### src/rtl/fps_pkg.sv
package fps_pkg;
   typedef enum logic [2:0] {
      ST_OFF      = 3'd0,
      ST_RAMP     = 3'd1,
      ST_RUN      = 3'd2,
      ST_OC_HOLD  = 3'd3,
      ST_OV_WAIT  = 3'd4,
      ST_OV_DUMMY = 3'd5
   } fps_state_e;
endpackage

### src/rtl/fps_oc_bucket.sv
module fps_oc_bucket #(
   parameter int W  = 4,
   parameter int UP = 2,
   parameter int DN = 1
) (
   input  logic         clk,
   input  logic         rst_n,
   input  logic         clr_i,
   input  logic         step_i,
   input  logic         hit_i,
   output logic [W-1:0] cnt_o,
   output logic         trip_o
);
   localparam int MAXV = (1 << W) - 1;

   if (W < 2 || W > 16) begin : g_bad_w
      $error("fps_oc_bucket: W out of range");
   end
   if (UP < 1 || UP >= MAXV || DN < 1 || DN >= MAXV) begin : g_bad_step
      $error("fps_oc_bucket: step sizes out of range");
   end

   logic [W-1:0] cnt_q, nxt;
   logic [W:0]   up_sum;

   always_comb begin
      up_sum = {1'b0, cnt_q} + (W+1)'(UP);
      if (hit_i)
         nxt = (up_sum >= (W+1)'(MAXV)) ? W'(MAXV) : up_sum[W-1:0];
      else
         nxt = (cnt_q >= W'(DN)) ? (cnt_q - W'(DN)) : '0;
   end

   assign trip_o = step_i && (nxt == W'(MAXV));
   assign cnt_o  = cnt_q;

   always_ff @(posedge clk or negedge rst_n) begin
      if (!rst_n)                cnt_q <= '0;
      else if (clr_i || trip_o)  cnt_q <= '0;
      else if (step_i)           cnt_q <= nxt;
   end
endmodule

### src/rtl/fps_run_counter.sv
module fps_run_counter #(
   parameter int LIMIT = 32,
   localparam int CW   = $clog2(LIMIT + 1)
) (
   input  logic          clk,
   input  logic          rst_n,
   input  logic          clr_i,
   input  logic          step_i,
   input  logic          hit_i,
   output logic [CW-1:0] cnt_o,
   output logic          trip_o
);
   if (LIMIT < 2) begin : g_bad_limit
      $error("fps_run_counter: LIMIT must be at least 2");
   end

   logic [CW-1:0] cnt_q;

   assign trip_o = step_i && hit_i && (cnt_q == CW'(LIMIT - 1));
   assign cnt_o  = cnt_q;

   always_ff @(posedge clk or negedge rst_n) begin
      if (!rst_n)                             cnt_q <= '0;
      else if (clr_i || trip_o)               cnt_q <= '0;
      else if (step_i && !hit_i)              cnt_q <= '0;
      else if (step_i)                        cnt_q <= cnt_q + 1'b1;
   end
endmodule

### src/rtl/fps_tick_timer.sv
module fps_tick_timer #(
   parameter int LIMIT = 16
) (
   input  logic clk,
   input  logic rst_n,
   input  logic clr_i,
   input  logic inc_i,
   output logic done_o
);
   if (LIMIT < 1) begin : g_bad_limit
      $error("fps_tick_timer: LIMIT must be positive");
   end

   if (LIMIT == 1) begin : g_single
      assign done_o = inc_i;
   end else begin : g_count
      localparam int CW = $clog2(LIMIT);
      logic [CW-1:0] cnt_q;

      assign done_o = inc_i && (cnt_q == CW'(LIMIT - 1));

      always_ff @(posedge clk or negedge rst_n) begin
         if (!rst_n)                 cnt_q <= '0;
         else if (clr_i || done_o)   cnt_q <= '0;
         else if (inc_i)             cnt_q <= cnt_q + 1'b1;
      end
   end
endmodule

### src/rtl/fps_seq.sv
module fps_seq #(
   parameter int OC_W        = 4,
   parameter int OC_UP       = 2,
   parameter int OC_DN       = 1,
   parameter int OV_LIMIT    = 32,
   parameter int RETRY_TICKS = 16,
   parameter int SS_TICKS    = 4125,
   parameter int DUMMY_RAMPS = 2
) (
   input  logic clk,
   input  logic rst_n,
   input  logic en_i,
   input  logic tick_i,
   input  logic oc_i,
   input  logic ov_i,
   input  logic uv_i,
   output logic pwm_en_o,
   output logic ss_active_o,
   output logic ss_clear_o
);
   import fps_pkg::*;

   localparam int OV_CW = $clog2(OV_LIMIT + 1);

   if (SS_TICKS < 1 || RETRY_TICKS < 1 || DUMMY_RAMPS < 1) begin : g_bad_timing
      $error("fps_seq: timing parameters must be positive");
   end

   fps_state_e st_q, st_d;

   logic live, fault_step, oc_trip, ov_trip;
   logic ss_inc, ss_clr, ss_done;
   logic rt_inc, rt_clr, rt_done;
   logic dm_inc, dm_clr, dm_done;
   logic [OC_W-1:0]  oc_cnt;
   logic [OV_CW-1:0] ov_cnt;

   assign live       = (st_q == ST_RAMP) || (st_q == ST_RUN);
   assign fault_step = en_i && tick_i && live;

   fps_oc_bucket #(.W(OC_W), .UP(OC_UP), .DN(OC_DN)) u_oc (
      .clk(clk), .rst_n(rst_n), .clr_i(!en_i || !live),
      .step_i(fault_step), .hit_i(oc_i),
      .cnt_o(oc_cnt), .trip_o(oc_trip)
   );

   fps_run_counter #(.LIMIT(OV_LIMIT)) u_ov (
      .clk(clk), .rst_n(rst_n), .clr_i(!en_i || !live),
      .step_i(fault_step), .hit_i(ov_i),
      .cnt_o(ov_cnt), .trip_o(ov_trip)
   );

   assign ss_inc = en_i && tick_i && ((st_q == ST_RAMP) || (st_q == ST_OV_DUMMY));
   assign ss_clr = !en_i || !((st_q == ST_RAMP) || (st_q == ST_OV_DUMMY))
                   || oc_trip || ov_trip;

   fps_tick_timer #(.LIMIT(SS_TICKS)) u_ss (
      .clk(clk), .rst_n(rst_n), .clr_i(ss_clr), .inc_i(ss_inc), .done_o(ss_done)
   );

   assign rt_inc = en_i && tick_i && (st_q == ST_OC_HOLD);
   assign rt_clr = !en_i || (st_q != ST_OC_HOLD);

   fps_tick_timer #(.LIMIT(RETRY_TICKS)) u_retry (
      .clk(clk), .rst_n(rst_n), .clr_i(rt_clr), .inc_i(rt_inc), .done_o(rt_done)
   );

   assign dm_inc = ss_done && (st_q == ST_OV_DUMMY);
   assign dm_clr = !en_i || (st_q != ST_OV_DUMMY);

   fps_tick_timer #(.LIMIT(DUMMY_RAMPS)) u_dummy (
      .clk(clk), .rst_n(rst_n), .clr_i(dm_clr), .inc_i(dm_inc), .done_o(dm_done)
   );

   always_comb begin
      st_d = st_q;
      if (!en_i) begin
         st_d = ST_OFF;
      end else begin
         unique case (st_q)
            ST_OFF:      st_d = ST_RAMP;
            ST_RAMP,
            ST_RUN: begin
               if (oc_trip)                        st_d = ST_OC_HOLD;
               else if (ov_trip)                   st_d = ST_OV_WAIT;
               else if (st_q == ST_RAMP && ss_done) st_d = ST_RUN;
            end
            ST_OC_HOLD:  if (rt_done)            st_d = ST_RAMP;
            ST_OV_WAIT:  if (tick_i && uv_i)     st_d = ST_OV_DUMMY;
            ST_OV_DUMMY: if (dm_done)            st_d = ST_RAMP;
            default:                             st_d = ST_OFF;
         endcase
      end
   end

   always_ff @(posedge clk or negedge rst_n) begin
      if (!rst_n) st_q <= ST_OFF;
      else        st_q <= st_d;
   end

   assign pwm_en_o    = live;
   assign ss_active_o = (st_q == ST_RAMP);
   assign ss_clear_o  = (st_q == ST_OFF) || (st_q == ST_OC_HOLD) || (st_q == ST_OV_WAIT);
endmodule

### config.mk
export PLATFORM = sky130hd
export DESIGN_NAME = fps_seq
export DESIGN_NICKNAME = d
export VERILOG_FILES = /design/src/rtl/fps_pkg.sv /design/src/rtl/fps_oc_bucket.sv /design/src/rtl/fps_run_counter.sv /design/src/rtl/fps_tick_timer.sv /design/src/rtl/fps_seq.sv
export SDC_FILE = /design/constraint.sdc
export NUM_CORES = 1
export LEC_CHECK = 0
export ABC_AREA = 1
export BUFFER_PORTS_ARGS = -buffer_cell sky130_fd_sc_hd__buf_2
export CAP_MARGIN = 40
export CORE_UTILIZATION = 30
export DETAILED_ROUTE_END_ITERATION = 10
export GPL_TIMING_DRIVEN = 0
export PLACE_DENSITY = 0.5
export SLEW_MARGIN = 25
export SYNTH_ARGS = -nofsm -noshare
export SYNTH_HDL_FRONTEND = slang
export SYNTH_SLANG_ARGS = --single-unit
export TNS_END_PERCENT = 5
### constraint.sdc
create_clock -name clk -period 1.8 [get_ports clk]
set_input_delay 0.36 -clock clk [delete_from_list [all_inputs] [get_ports clk]]
set_output_delay 0.36 -clock clk [all_outputs]
set_load 0.05 [all_outputs]
### Yosys cells after proc, flatten, opt, wreduce, memory -nomap -nowiden

Index checks and enable logic that the tools add are counted.
W data, S select, Z words.

| word-level totals | value |
|---|---|
| bits in registers | 31 |
| bits of input ports | 7 |
| output and inout bits | 3 |

| cells by class | value |
|---|---|
| $add $sub $neg | 6 |
| $lt $le $gt $ge | 2 |
| eq/ne operators | 15 |
| mux-type cells | 22 |
| reductions and logical operators | 41 |

Operators with widths:

| cell | number |
|---|---|
| $mux W4 | 7 |
| $mux W13 | 2 |
| $mux W3 | 7 |
| $mux W6 | 3 |
| $logic_or A1 B1 Y1 | 15 |
| $pmux W3 S5 | 1 |
| $logic_and A1 B1 Y1 | 14 |
| $add A13 B1 Y13 const B | 1 |
| $eq A13 B13 Y1 const B | 1 |
| $ne A3 B2 Y1 const B | 3 |
| $eq A4 B4 Y1 const B | 2 |
| $reduce_bool A2 Y1 | 4 |
| $add A6 B1 Y6 const B | 1 |
| $eq A3 B2 Y1 const B | 2 |
| $eq A3 B3 Y1 const B | 2 |
| $eq A6 B5 Y1 const B | 1 |
| $ne A3 B3 Y1 const B | 2 |
| $add A4 B2 Y5 const B | 1 |
| $ge A5 B4 Y1 const B | 1 |
| $ne A5 B5 Y1 const B | 1 |
| $add A4 B1 Y4 const B | 1 |
| $ge A4 B1 Y1 const B | 1 |
| $logic_not A1 Y1 | 4 |
| $reduce_and A4 Y1 | 1 |
| 7 further kinds | 8 |

### Depth between registers and ports, before layout

Gate-level depths: netlist of run 1.

| depth | value |
|---|---|
| word-level depth | 10 |
| mapped depth | 15 |
| gate-level depth less buffers | 14 |

### Cells and area by module

From an unflattened synthesis of run 1, not the netlist that was laid out.

| second synthesis, totals | value |
|---|---|
| cell total of the unflattened synthesis | 343 |
| area, all modules | 2294.7 sq um |

By module, submodules not included:

| module | times used | cells an instance | area each (sq um) | sequential area each (sq um) |
|---|---|---|---|---|
| fps_tick_timer at u_ss | 1 | 120 | 840.8 | 325.3 |
| fps_oc_bucket | 1 | 70 | 442.9 | 100.1 |
| fps_seq | 1 | 74 | 412.9 | 75.1 |
| fps_run_counter | 1 | 43 | 329.1 | 150.1 |
| fps_tick_timer at u_retry | 1 | 29 | 219.0 | 100.1 |
| fps_tick_timer at u_dummy | 1 | 7 | 50.0 | 25.0 |

### Least setup slack after synthesis of run 1

No wires, ideal clock.

| timing | value |
|---|---|
| kind | flip-flop to flip-flop |
| start | register st_q[1] |
| end | register st_q[2] |
| setup time | 0.117 ns |
| arrival time | 1.866 ns |
| path slack | -0.183 ns |
| stages on the path, launching flop included | 11 |
| path buffers | 0 |
| cell sequence | dfrtp_1 > inv_2 > nand2_1 > nor2_1 > inv_1 > nor2_1 > nor2_1 > nand2_1 > nand3_2 > nand2_1 > nand2_1 |

| between the ends | value |
|---|---|
| cells in the longest elaborated chain, start to end | 9 |
| elaborated cells between the ends (all ways) | 29 |
| those cells by class | eq/ne: 9; mux: 4; reduce/logical: 16 |

Ends and longest elaborated chain:

| item | line | source |
|---|---|---|
| start: declaration | fps_seq.sv:29 | `fps_state_e st_q, st_d;` |
| start signal: assignment | fps_seq.sv:98 | `else st_q <= st_d;` |
| $eq A3 B1 Y1 (*) | -- |  |
| via ss_active_o | fps_seq.sv:18 | `output logic ss_active_o,` |
| $logic_or A1 B1 Y1 | fps_seq.sv:38 | `assign live = (st_q == ST_RAMP) \|\| (st_q == ST_RUN);` |
| $logic_and A1 B1 Y1 | fps_seq.sv:39 | `assign fault_step = en_i && tick_i && live;` |
| $logic_and A1 B1 Y1 (2 in series) | fps_run_counter.sv:19 | `assign trip_o = step_i && hit_i && (cnt_q == CW'(LIMIT - 1));` |
| $mux W3 | fps_seq.sv:85 | `else if (ov_trip) st_d = ST_OV_WAIT;` |
| $mux W3 | fps_seq.sv:84 | `if (oc_trip) st_d = ST_OC_HOLD;` |
| $pmux W3 S5 | fps_seq.sv:80 | `unique case (st_q)` |
| $mux W3 | fps_seq.sv:77 | `if (!en_i) begin` |

The timed path passes the listed nets; every way through them passes the cells marked *.
A chain may end at the register's enable or synchronous reset.

### Worst setup path after layout of run 1

| timing | value |
|---|---|
| start | register u_oc.cnt_q[1], in the netlist u_oc.cnt_o[1] |
| end | register st_q[2] |

| between the ends | value |
|---|---|
| cells in the longest elaborated chain, start to end | 9 |
| elaborated cells between the ends (all ways) | 14 |
| those cells by class | add/sub: 2; order compare: 2; eq/ne: 2; mux: 6; reduce/logical: 2 |

Ends and longest elaborated chain:

| item | line | source |
|---|---|---|
| start: declaration | fps_oc_bucket.sv:23 | `logic [W-1:0] cnt_q, nxt;` |
| start signal: assignment | fps_oc_bucket.sv:40 | `else if (step_i) cnt_q <= nxt;` |
| $add A4 B2 Y5 | fps_oc_bucket.sv:27 | `up_sum = {1'b0, cnt_q} + (W+1)'(UP);` |
| $ge A5 B4 Y1 | fps_oc_bucket.sv:29 | `nxt = (up_sum >= (W+1)'(MAXV)) ? W'(MAXV) : up_sum[W-1:0];` |
| $mux W4 | fps_oc_bucket.sv:29 |  |
| $mux W4 (*) | fps_oc_bucket.sv:28 | `if (hit_i)` |
| $eq A4 B4 Y1 (*) | fps_oc_bucket.sv:34 | `assign trip_o = step_i && (nxt == W'(MAXV));` |
| $logic_and A1 B1 Y1 (*) | fps_oc_bucket.sv:34 |  |
| $mux W3 | fps_seq.sv:84 |  |
| $pmux W3 S5 | fps_seq.sv:80 |  |
| $mux W3 | fps_seq.sv:77 |  |

Every way passes the cells marked *; elsewhere a longest branch is shown, timed or not.

==> run_results.csv, run 1 <==
group,metric,value,unit
routing,ant_nets,0,
worst_setup_path,crit_path_start_kind,"flop",
routing,drt_pass1_iterations,4,
cts,clockRootBuffer,"clkbuf_8",
placement,dpl.cell_count,360,
power_and_ir_drop,sw_frac_of_total,0.411,
cts,numClockSinks,31,
logic_synthesis,synth_top_area_share,0.370,
run,maxCapViolCount,0,
timing,skew,0.00407,ns
power_and_ir_drop,leakagePower,1.19,nW
power_and_ir_drop,p_sw,986,uW
logic_synthesis,synthesis.area,2090,sq um
placement,placed_area,2240,sq um
timing,fin_tns_setup,-0.753,ns
global_route,grt_use_total,0.136,
cts,cts_hold_buffers,0,
placement,numPortBuffers,8,
global_route,grt_pass1_wl,7810,microns
worst_setup_path,endpoint_kind,"flop",
power_and_ir_drop,internal-power,1.41,mW
power_and_ir_drop,p_per_area,947,nW/um^2
die,dieWidth,85.6,microns
timing,setup_viol,19,
status,outcome,"complete, but fails checks",
worst_setup_path,cpMostUsedCell,"nand2_2",
timing,max-slew-margin-rel,0.745,
routing,drcViolationCount,0,
routing,wl_per_cell,11.8,microns
logic_synthesis,avgSynthCellArea,7.70,sq um
logic_synthesis,synth_cell_type_count,30,
timing,period_share,1.07,
logic_synthesis,netlist_top_cells_area,"dfrtp_1 37%, nand2_1 11%, nor2_1 6.8%",
die,core.rowCount,30,
die,start_util,0.310,
routing,dr_total_vias,1758,
worst_setup_path,crit_fanout,6,
die,pin_count,10,
logic_synthesis,ys_seq_area_frac,0.370,
timing,rsz0062_at_grt,"yes",
timing,holdWs,-0.0143,ns
timing,max_slew.worst_pin.slew,0.382,ns
global_route,antenna_found_initial,0,
die,dieArea,7320,sq um
die,core,6760,sq um
final_layout,stdcell_count,377,
status,violations,"negative hold slack, negative setup slack",
worst_setup_path,cp_data_arrival_time,2.15,ns
worst_setup_path,cp.required,2.02,ns
logic_synthesis,synth-seq-cells,31,
cts,clk_pin_slew,0.07,ns
routing,drtIter0Drc,88,
placement,dp_slack,-0.185,ns
placement,dp.final_hpwl,3150,microns
routing,wl,4440,microns
cts,cts_max_level,2,
power_and_ir_drop,p_seq_frac,0.328,
timing,max_freq,0.520,GHz
final_layout,final_common_cell,"nand2_1",
final_layout,antenna_cells,0,
global_route,grt-ovfl-total,0,
cts,cts_tree,"built",
hold_path,hp-class,"input pin to async pin",
logic_synthesis,async_flop_share,1.00,
power_and_ir_drop,peakVddDrop,831,uV
timing,fin_crit,1.92,ns
logic_synthesis,yosys_warnings,0,
final_layout,drive_gt1_frac,0.242,
worst_setup_path,timing.rr.start,"u_oc.cnt_o[1]",
logic_synthesis,synth_top_area_cell,"dfrtp_1",
cts,ctsLongestPathBuffers,2,
logic_synthesis,synth_edf_count,0,
timing,hold_viol_final,13,
cts,cts_buffers,5,
die,die_h,85.6,microns
power_and_ir_drop,p_comb_frac,0.418,
worst_setup_path,startpoint,"u_oc.cnt_o[1]",
timing,worst_slack,-0.123,ns
final_layout,fin_nets,313,
worst_setup_path,slowest_stage,"dfrtp_1",
power_and_ir_drop,power_frac_clock,0.254,
global_route,grt_max_degree,32,
worst_setup_path,critPathKind,"flop to flop",
final_layout,layout_common_cells,"56 x nand2_1, 34 x nor2_1, 30 x inv_1, 30 x dfrtp_1, 18 x nand3_1",
cts,clk-insertion-delay-late,0.28,ns
global_route,grt_pass1_vias,1781,
worst_setup_path,cpPeakStageDelay,0.42,ns
final_layout,fin_area,2530,sq um
routing,viasPerCell,4.66,
worst_setup_path,cp_cell_sequence,"inv_4 > ha_4 > nand2_2 > nand2_2 > nand2_4 > nand3b_1 > nand2_1 > nor2_1 > nand2_2 > buf_6 > a21oi_4 > nand3_2 > nand2_1",
final_layout,area_growth_syn_to_layout,20.9,%
logic_synthesis,ys.flop_type,"dfrtp_1",
logic_synthesis,synthesis.nets,289,
placement,routabilityCongestion,0.812,
logic_synthesis,synth_cells,272,
timing,drv_slew,0,
## what timing repair did
| action | CTS | global route |
|---|---|---|
| endpoints found under the setup margin | 21 | 23 |
| gates cloned | 1 | 0 |
| buffers inserted | 7 | 0 |
| resized for setup | 10 | 22 |
| pin swaps | 8 | 13 |
## final timing paths
path | endpoint | slack [ns] | depth (start not counted)
worst max-delay path | st_q[2] | -0.12 | 13
worst min-delay path | u_ss.g_count.cnt_q[7] | -0.01 | 1
worst max register to register | st_q[2] | -0.12 | 13
worst min register to register | u_ov.cnt_o[0] | 0.52 | 1
max in group asynchronous | st_q[2] | 1.39 | 2
min in group clk | u_retry.g_count.cnt_q[1] | 0.35 | 3
## kinds of logic after synthesis
kind of cell               after synthesis  share of synthesized area
xor gates and xnor gates                 9                     0.0376
AOI/OAI and AO/OA                       27                     0.0783
buffers and inverters                   39                     0.0806
and+or+nand+nor                        156                      0.373
adders and majority gates               10                     0.0597
DFF                                     31                      0.370
## synth_stat cells, types with 3 or more instances
library cell  count
xor2_1            9
nand2_2           4
nand2_1          61
o21ai_0           9
dfrtp_1          31
a21oi_1          12
nand3_1          22
inv_2             4
nand4_1           8
inv_1            32
nor3_2            3
ha_1             10
nor2_1           38
buf_6             3
nor2_2            4
nor3_1            5
## power groups by stage
stage | clock network, mW | logic [mW] | registers, mW
after detailed placement | 0 | 0.890 | 0.798
after global placement | 0 | 0.890 | 0.798
after CTS | 0.642 | 0.949 | 0.783
final | 0.610 | 1.00 | 0.786
after floorplan | 0 | 0.710 | 0.788
after global routing | 0.655 | 1.10 | 0.791
## critical path: cells and delay by family (launching register included)
kind / cells / cell delay (ns)
adder cells (fa/ha/maj): 1 / 0.28
buffers and inverters: 2 / 0.25
AND/OR/NAND/NOR: 9 / 0.74
AO/OA/AOI/OAI: 1 / 0.17
flip-flops: 1 / 0.42
## final cells by class
cell class	count	area, sq um
Sequential cell	31	777
Fill cell	702	4220
Timing Repair Buffer	17	130
Tap cell	80	100
Inverter	36	138
Buffer	3	37.5
Clock buffer	8	100
Multi-Input combinational cell	202	1250
## per-layer routing
| layer | GRT usage | share of wire | vias up |
|---|---|---|---|
| li1 | - | - | 928 |
| met1 | 0.161 | 0.47 | 812 |
| met2 | 0.239 | 0.50 | 10 |
| met3 | 0.0260 | 0.016 | 8 |
| met4 | 0.0576 | 0.018 | 0 |
| met5 | 0 | 0 | - |
## per-stage QoR
step | utilization | total power [mW]
floorplan | - | 1.50
global placement | 0.331 | 1.69
detailed placement | 0.331 | 1.69
CTS | 0.361 | 2.37
global route | 0.375 | 2.55
finish | 0.375 | 2.40
## state kept, by name, indices dropped and copies added (netlist names)
name / flops
u_dummy.g_count.cnt_q: 1
u_oc.cnt_o: 4
u_ss.g_count.cnt_q: 13
u_retry.g_count.cnt_q: 4
u_ov.cnt_o: 6
st_q: 3
(Power assumes the default switching activity.)
==> inputs of run 2 (changes only) <==
--- a/config.mk
+++ b/config.mk
@@ -15,5 +15,6 @@
 export SLEW_MARGIN = 25
 export SYNTH_ARGS = -nofsm -noshare
 export SYNTH_HDL_FRONTEND = slang
+export SYNTH_HIERARCHICAL = 1
 export SYNTH_SLANG_ARGS = --single-unit
 export TNS_END_PERCENT = 5
==> run 2 against run 1 <==
The flow finishes with violations (negative setup slack). Die area up 9.3%. Routed wire length increased by 14%. Power grew 8.2%. Highest routed layer unchanged. Register-to-register slack lost 0.07 ns. Maximum frequency fell by 3.3%. Sequential cell count is the same. Combinational power rose by 20%. Critical path depth is 3 higher. Global-route usage is 0.38 points higher. Largest cell class unchanged. Core utilization grew 3.3 points.
==> run_results.csv, run 2 <==
group,metric,value,unit
timing,period_share,1.10,
power_and_ir_drop,peakVddDrop,263,uV
die,core,7330,sq um
timing,hold_viol_final,0,
status,outcome,"complete, but fails checks",
timing,holdWs,0.474,ns
final_layout,regMostFlops,"u_ss/g_count.cnt_q",
global_route,grt-ovfl-total,0,
routing,drt_pass1_iterations,4,
logic_synthesis,synth.most_common_cell,"nand2_1",
logic_synthesis,synthTopCellsByCount,"93 x nand2_1, 69 x nor2_1, 41 x inv_1",
power_and_ir_drop,sw_frac_of_total,0.405,
timing,drv_slew,0,
final_layout,layout_common_cells,"87 x nand2_1, 53 x nor2_1, 34 x inv_1",
die,dieWidth,89.5,microns
logic_synthesis,ys_seq_area_frac,0.338,
cts,cts_max_level,2,
die,core.rowCount,31,
worst_setup_path,cp.required,2.02,ns
routing,ant_nets,0,
timing,worst_slack,-0.189,ns
die,pin_count,10,
cts,numClockSinks,31,
power_and_ir_drop,leakagePower,1.38,nW
die,start_util,0.313,
timing,max_freq,0.503,GHz
cts,clk_pin_slew,0.06,ns
final_layout,antenna_cells,0,
logic_synthesis,synth-seq-cells,31,
worst_setup_path,cp_data_arrival_time,2.21,ns
logic_synthesis,avgSynthCellArea,6.69,sq um
global_route,grt_pass1_wl,8590,microns
logic_synthesis,async_flop_share,1.00,
final_layout,largest_reg_flops,13,
worst_setup_path,endpoint_kind,"flop",
timing,max-slew-margin-rel,0.759,
worst_setup_path,crit_fanout,5,
cts,cts_tree,"built",
power_and_ir_drop,p_sw,1.05,mW
cts,cts_buffers,5,
logic_synthesis,synth_edf_count,0,
global_route,grt_use_total,0.139,
logic_synthesis,ys.flop_type,"dfrtp_1",
placement,numPortBuffers,9,
timing,setup_viol,17,
die,dieArea,8000,sq um
cts,clockRootBuffer,"clkbuf_8",
timing,max_slew.worst_pin.slew,0.362,ns
timing,rsz0062_at_grt,"yes",
timing,skew,0.00255,ns
routing,drtIter0Drc,76,
routing,drcViolationCount,0,
final_layout,fin_nets,402,
timing,fin_crit,1.99,ns
logic_synthesis,synth_top_area_cell,"dfrtp_1",
final_layout,area_growth_syn_to_layout,30.4,%
status,violations,"negative setup slack",
power_and_ir_drop,internal-power,1.55,mW
placement,dp.final_hpwl,3490,microns
cts,ctsLongestPathBuffers,2,
logic_synthesis,synth_cells,343,
logic_synthesis,synth_cell_type_count,26,
hold_path,hp-class,"input pin to flop",
global_route,grt_pass1_vias,1949,
power_and_ir_drop,power_frac_clock,0.237,
run,maxCapViolCount,0,
routing,wl_per_cell,10.4,microns
logic_synthesis,netlist_top_cells_area,"dfrtp_1 34%, nand2_1 15%, nor2_1 11%",
logic_synthesis,synth_top_area_share,0.338,
power_and_ir_drop,p_total,2.60,mW
logic_synthesis,synthesis.nets,360,
final_layout,final_common_cell,"nand2_1",
routing,wl,5060,microns
final_layout,n_fill_cell,757,
logic_synthesis,synthesis.area,2290,sq um
worst_setup_path,crit_path_start_kind,"flop",
placement,routabilityCongestion,0.832,
routing,dr_total_vias,2154,
cts,clk-insertion-delay-late,0.29,ns
power_and_ir_drop,p_seq_frac,0.298,
die,die_h,89.5,microns
global_route,grt_max_degree,32,
final_layout,drive_gt1_frac,0.311,
routing,viasPerCell,4.44,
worst_setup_path,critPathKind,"flop to flop",
logic_synthesis,yosys_warnings,6,
power_and_ir_drop,p_per_area,867,nW/um^2
power_and_ir_drop,p_comb_frac,0.464,
global_route,antenna_found_initial,0,
## run 2: final timing paths
path | start | to | slack (ns) | cells after the start
setup / recovery | u_oc/cnt_o[1] | u_ss/g_count.cnt_q[3] | -0.19 | 16
hold / removal | en_i | u_dummy/g_count.cnt_q | 0.47 | 5
setup reg to reg | u_oc/cnt_o[1] | u_ss/g_count.cnt_q[3] | -0.19 | 16
hold reg to reg | u_dummy/g_count.cnt_q | u_dummy/g_count.cnt_q | 0.52 | 2
max in group asynchronous | rst_n | st_q[0] | 0.86 | 3
min in group asynchronous | rst_n | u_retry/g_count.cnt_q[0] | 0.51 | 2
## run 2: power by group through the flow
stage / Sequential, mW / Combinational (mW) / Clock, mW
2_1_floorplan: 0.789 / 0.698 / 0
3_3_place_gp: 0.801 / 0.879 / 0
3_5_place_dp: 0.801 / 0.875 / 0
4_1_cts: 0.774 / 1.05 / 0.645
5_1_grt: 0.780 / 1.33 / 0.666
6_report: 0.775 / 1.20 / 0.616
## run 2: cell families after synthesis
family	Yosys count	share of synthesized area
AND/OR/NAND/NOR	223	0.435
buffers and inverters	52	0.0905
flip-flops	31	0.338
AO/OA/AOI/OAI	16	0.0398
XOR/XNOR	10	0.0382
adder cells (fa/ha/maj)	10	0.0545
multiplexers	1	0.00436
## run 2: critical path, cell delays in order (launching register included)
cell and delay, ns:
dfrtp_1 0.43, inv_4 0.12, ha_4 0.21, nand2_2 0.07, nand2_2 0.06, nand3_4 0.08
nand2_2 0.05, nor2_2 0.12, nor2_2 0.06, nand3_2 0.08, inv_2 0.04, inv_2 0.08
nand3_2 0.10, nor2_4 0.13, inv_4 0.06, clkbuf_16 0.16, nor2_1 0.08
## run 2: layer usage
layer | vias up | share of wire | track usage
met5 | - | 0 | 0
met4 | 0 | 0.011 | 0.0491
met3 | 5 | 0.027 | 0.0286
met2 | 22 | 0.48 | 0.232
met1 | 986 | 0.48 | 0.178
li1 | 1141 | - | -
## run 2: metrics by stage
stage                     utilization  worst slack, ns  instances  area (sq um)  TNS [ns]
final                           0.408           -0.189        485          2990     -2.38
after global routing            0.408           -0.303        485          2990     -4.52
after CTS                       0.374           -0.184        474          2750     -2.38
after detailed placement        0.339           -0.500        451          2490     -4.84
after global placement          0.339           -0.466        451          2490     -4.91
after floorplan                     -          -0.0656        343          2320    -0.460
## run 2: layout make-up
| type | count | area (sq um) | share of cell area |
|---|---|---|---|
| buffer | 3 | 27.5 | 0.00920 |
| clock buffer | 8 | 100 | 0.0334 |
| inverter | 49 | 191 | 0.0640 |
| multi-input combinational | 260 | 1470 | 0.492 |
| sequential | 31 | 781 | 0.261 |
| tap | 99 | 124 | 0.0414 |
| timing repair buffer | 35 | 295 | 0.0987 |
## run 2: repair_timing
item	CTS	global route
setup endpoints to repair	18	20
buffers inserted	15	8
pin swaps	7	20
hold endpoints to repair	0	11
gates cloned	0	1
resized for setup	14	42
hold buffers	0	1
==> inputs of run 3 (changes only) <==
--- a/config.mk
+++ b/config.mk
@@ -8,6 +8,7 @@
 export ABC_AREA = 1
 export BUFFER_PORTS_ARGS = -buffer_cell sky130_fd_sc_hd__buf_2
 export CAP_MARGIN = 40
+export CORE_MARGIN = 4
 export CORE_UTILIZATION = 30
 export DETAILED_ROUTE_END_ITERATION = 10
 export GPL_TIMING_DRIVEN = 0
@@ -15,6 +16,5 @@
 export SLEW_MARGIN = 25
 export SYNTH_ARGS = -nofsm -noshare
 export SYNTH_HDL_FRONTEND = slang
-export SYNTH_HIERARCHICAL = 1
 export SYNTH_SLANG_ARGS = --single-unit
 export TNS_END_PERCENT = 5
==> run 3 against run 2 <==
The run still ends with negative setup slack left. Worst hold slack worse by 0.11 ns. Count of clock-buffer cells in the layout shrank 2. Critical path depth is 2 lower. Die area is 4.7% higher. Clock power down 9.1%. Combinational power fell by 13%. Non-clock buffer count down 13.
==> run_results.csv, run 3 (synthesis gave the netlist of run 1 again) <==
group,metric,value,unit
power_and_ir_drop,p_per_area,920,nW/um^2
worst_setup_path,ff2ff_path_depth,14,
worst_setup_path,cp_data_arrival_time,2.06,ns
routing,drcViolationCount,0,
worst_setup_path,critPathTopFamily,"simple AND/OR/NAND/NOR gates",
final_layout,regMostFlops,"u_ss.g_count.cnt_q",
die,dieArea,8380,sq um
worst_setup_path,crit_fanout,6,
die,die_h,91.6,microns
global_route,met1_usage,0.162,
routing,viasPerCell,4.50,
worst_setup_path,crit_buf_inv,2,
die,pin_count,10,
final_layout,fin_nets,318,
power_and_ir_drop,peakVddDrop,693,uV
die,start_util,0.308,
final_layout,fin_area,2600,sq um
hold_path,hp-class,"input pin to flop",
routing,ant_nets,0,
cts,cts_buffers,5,
die,core.rowCount,30,
cts,ctsLongestPathBuffers,2,
timing,fin_crit,1.89,ns
power_and_ir_drop,p_total,2.39,mW
timing,rsz0062_at_grt,"yes",
timing,worst_slack,-0.0854,ns
worst_setup_path,endpoint_kind,"flop",
routing,wl_per_cell,11.4,microns
placement,numPortBuffers,8,
worst_setup_path,cpPeakStageDelay,0.43,ns
status,violations,"negative setup slack",
final_layout,final_common_cell,"nand2_1",
final_layout,largest_reg_flops,13,
timing,period_share,1.05,
placement,placed_area,2260,sq um
final_layout,area_growth_syn_to_layout,24.0,%
cts,clockRootBuffer,"clkbuf_8",
global_route,grt_max_degree,32,
timing,hold_viol_final,0,
cts,cts_tree,"built",
status,outcome,"complete, but fails checks",
cts,cts_max_level,2,
timing,holdWs,0.367,ns
placement,routabilityCongestion,0.830,
die,dieWidth,91.6,microns
global_route,top_usage_layer,"met2",
global_route,grt_pass1_wl,8280,microns
global_route,grt-ovfl-total,0,
run,maxCapViolCount,0,
timing,skew,0.00454,ns
routing,wl,4540,microns
worst_setup_path,cp_cell_sequence,"inv_4 > ha_4 > nand2_2 > nand2_2 > nand2_4 > nand3b_1 > nand2_1 > nor2_1 > nand2_2 > buf_6 > nand2_2 > nand3_2 > nand2_1 > nand2_1",
worst_setup_path,cpMostUsedCell,"nand2_2",
routing,drt_pass1_iterations,4,
global_route,antenna_found_initial,0,
routing,drtIter0Drc,74,
placement,dp_slack,-0.181,ns
worst_setup_path,reg2reg_slack,-0.09,ns
power_and_ir_drop,leakagePower,1.20,nW
worst_setup_path,r2r_end,"st_q[0]",
routing,dr_total_vias,1787,
timing,max_slew.worst_pin.slew,0.344,ns
placement,dp.final_hpwl,3140,microns
worst_setup_path,startpoint,"u_oc.cnt_o[1]",
cts,clk-insertion-delay-late,0.28,ns
worst_setup_path,critPathKind,"flop to flop",
worst_setup_path,cp.depth,14,
global_route,grt_pass1_vias,1800,
timing,max-slew-margin-rel,0.770,
worst_setup_path,cp.required,1.97,ns
final_layout,layout_common_cells,"51 x nand2_1, 34 x nor2_1, 31 x dfrtp_1",
die,core,6790,sq um
global_route,use_met2,0.187,
worst_setup_path,slowest_stage,"dfrtp_1",
global_route,grt_use_met3,0.0340,
final_layout,drive_gt1_frac,0.272,
final_layout,antenna_cells,0,
timing,max_freq,0.530,GHz
worst_setup_path,timing.rr.start,"u_oc.cnt_o[1]",
timing,drv_slew,0,
worst_setup_path,crit_path_start_kind,"flop",
timing,setup_viol,11,
worst_setup_path,crit_end,"st_q[0]",
cts,clk_pin_slew,0.06,ns
global_route,grt_use_total,0.122,
cts,numClockSinks,31,
-- run 3: power breakdown --
part	switching, mW	leakage [nW]	internal, mW
sequential	0.0478	0.430	0.738
clock	0.260	0.0470	0.300
combinational	0.693	0.722	0.352
total	1.00	1.20	1.39
-- run 3: what timing repair did --
item                       4_1_cts  5_1_grt
setup buffers                   11        1
resized for setup               18       25
cloned                           1        0
hold endpoints to repair         0        3
pin swaps                        8       13
hold buffers                     0        1
setup endpoints to repair       20       24
-- run 3: layout make-up --
type	count	area (sq um)
plain buffers	3	33.8
clock buffers	6	82.6
clock inverters	1	5.00
fillers	707	4200
inverters	36	138
multi-input cells	202	1260
flip-flops and latches	31	776
well taps	96	120
repair buffers	22	180
-- run 3: layer usage --
layer	vias up	share of wire
li1	940	-
met1	821	0.47
met5	-	0
met2	22	0.49
met3	4	0.026
met4	0	0.0099
-- run 3: tightest hold or removal path, stage by stage --
cell and delay [ns]:
buf_6 0.12, nand2_1 0.07, a21oi_1 0.06
-- run 3: how the worst min path moves through the flow --
stage,slack [ns],start,end,cells past startpoint
global placement,0.47,rst_n,u_ss.g_count.cnt_q[1],1
global route,0.37,tick_i,u_retry.g_count.cnt_q[1],3
CTS,0.16,rst_n,u_ss.g_count.cnt_q[7],1
finish,0.37,tick_i,u_retry.g_count.cnt_q[1],3
floorplan,0.06,rst_n,st_q[0],0
detailed placement,0.48,rst_n,u_ss.g_count.cnt_q[7],1
-- run 3: through the flow --
stage / utilization / cells / TNS (ns)
after floorplan: - / 272 / 0
after global placement: 0.332 / 376 / -1.55
after detailed placement: 0.332 / 376 / -1.57
after CTS: 0.368 / 395 / -0.200
after global routing: 0.382 / 397 / -2.36
final: 0.382 / 397 / -0.304
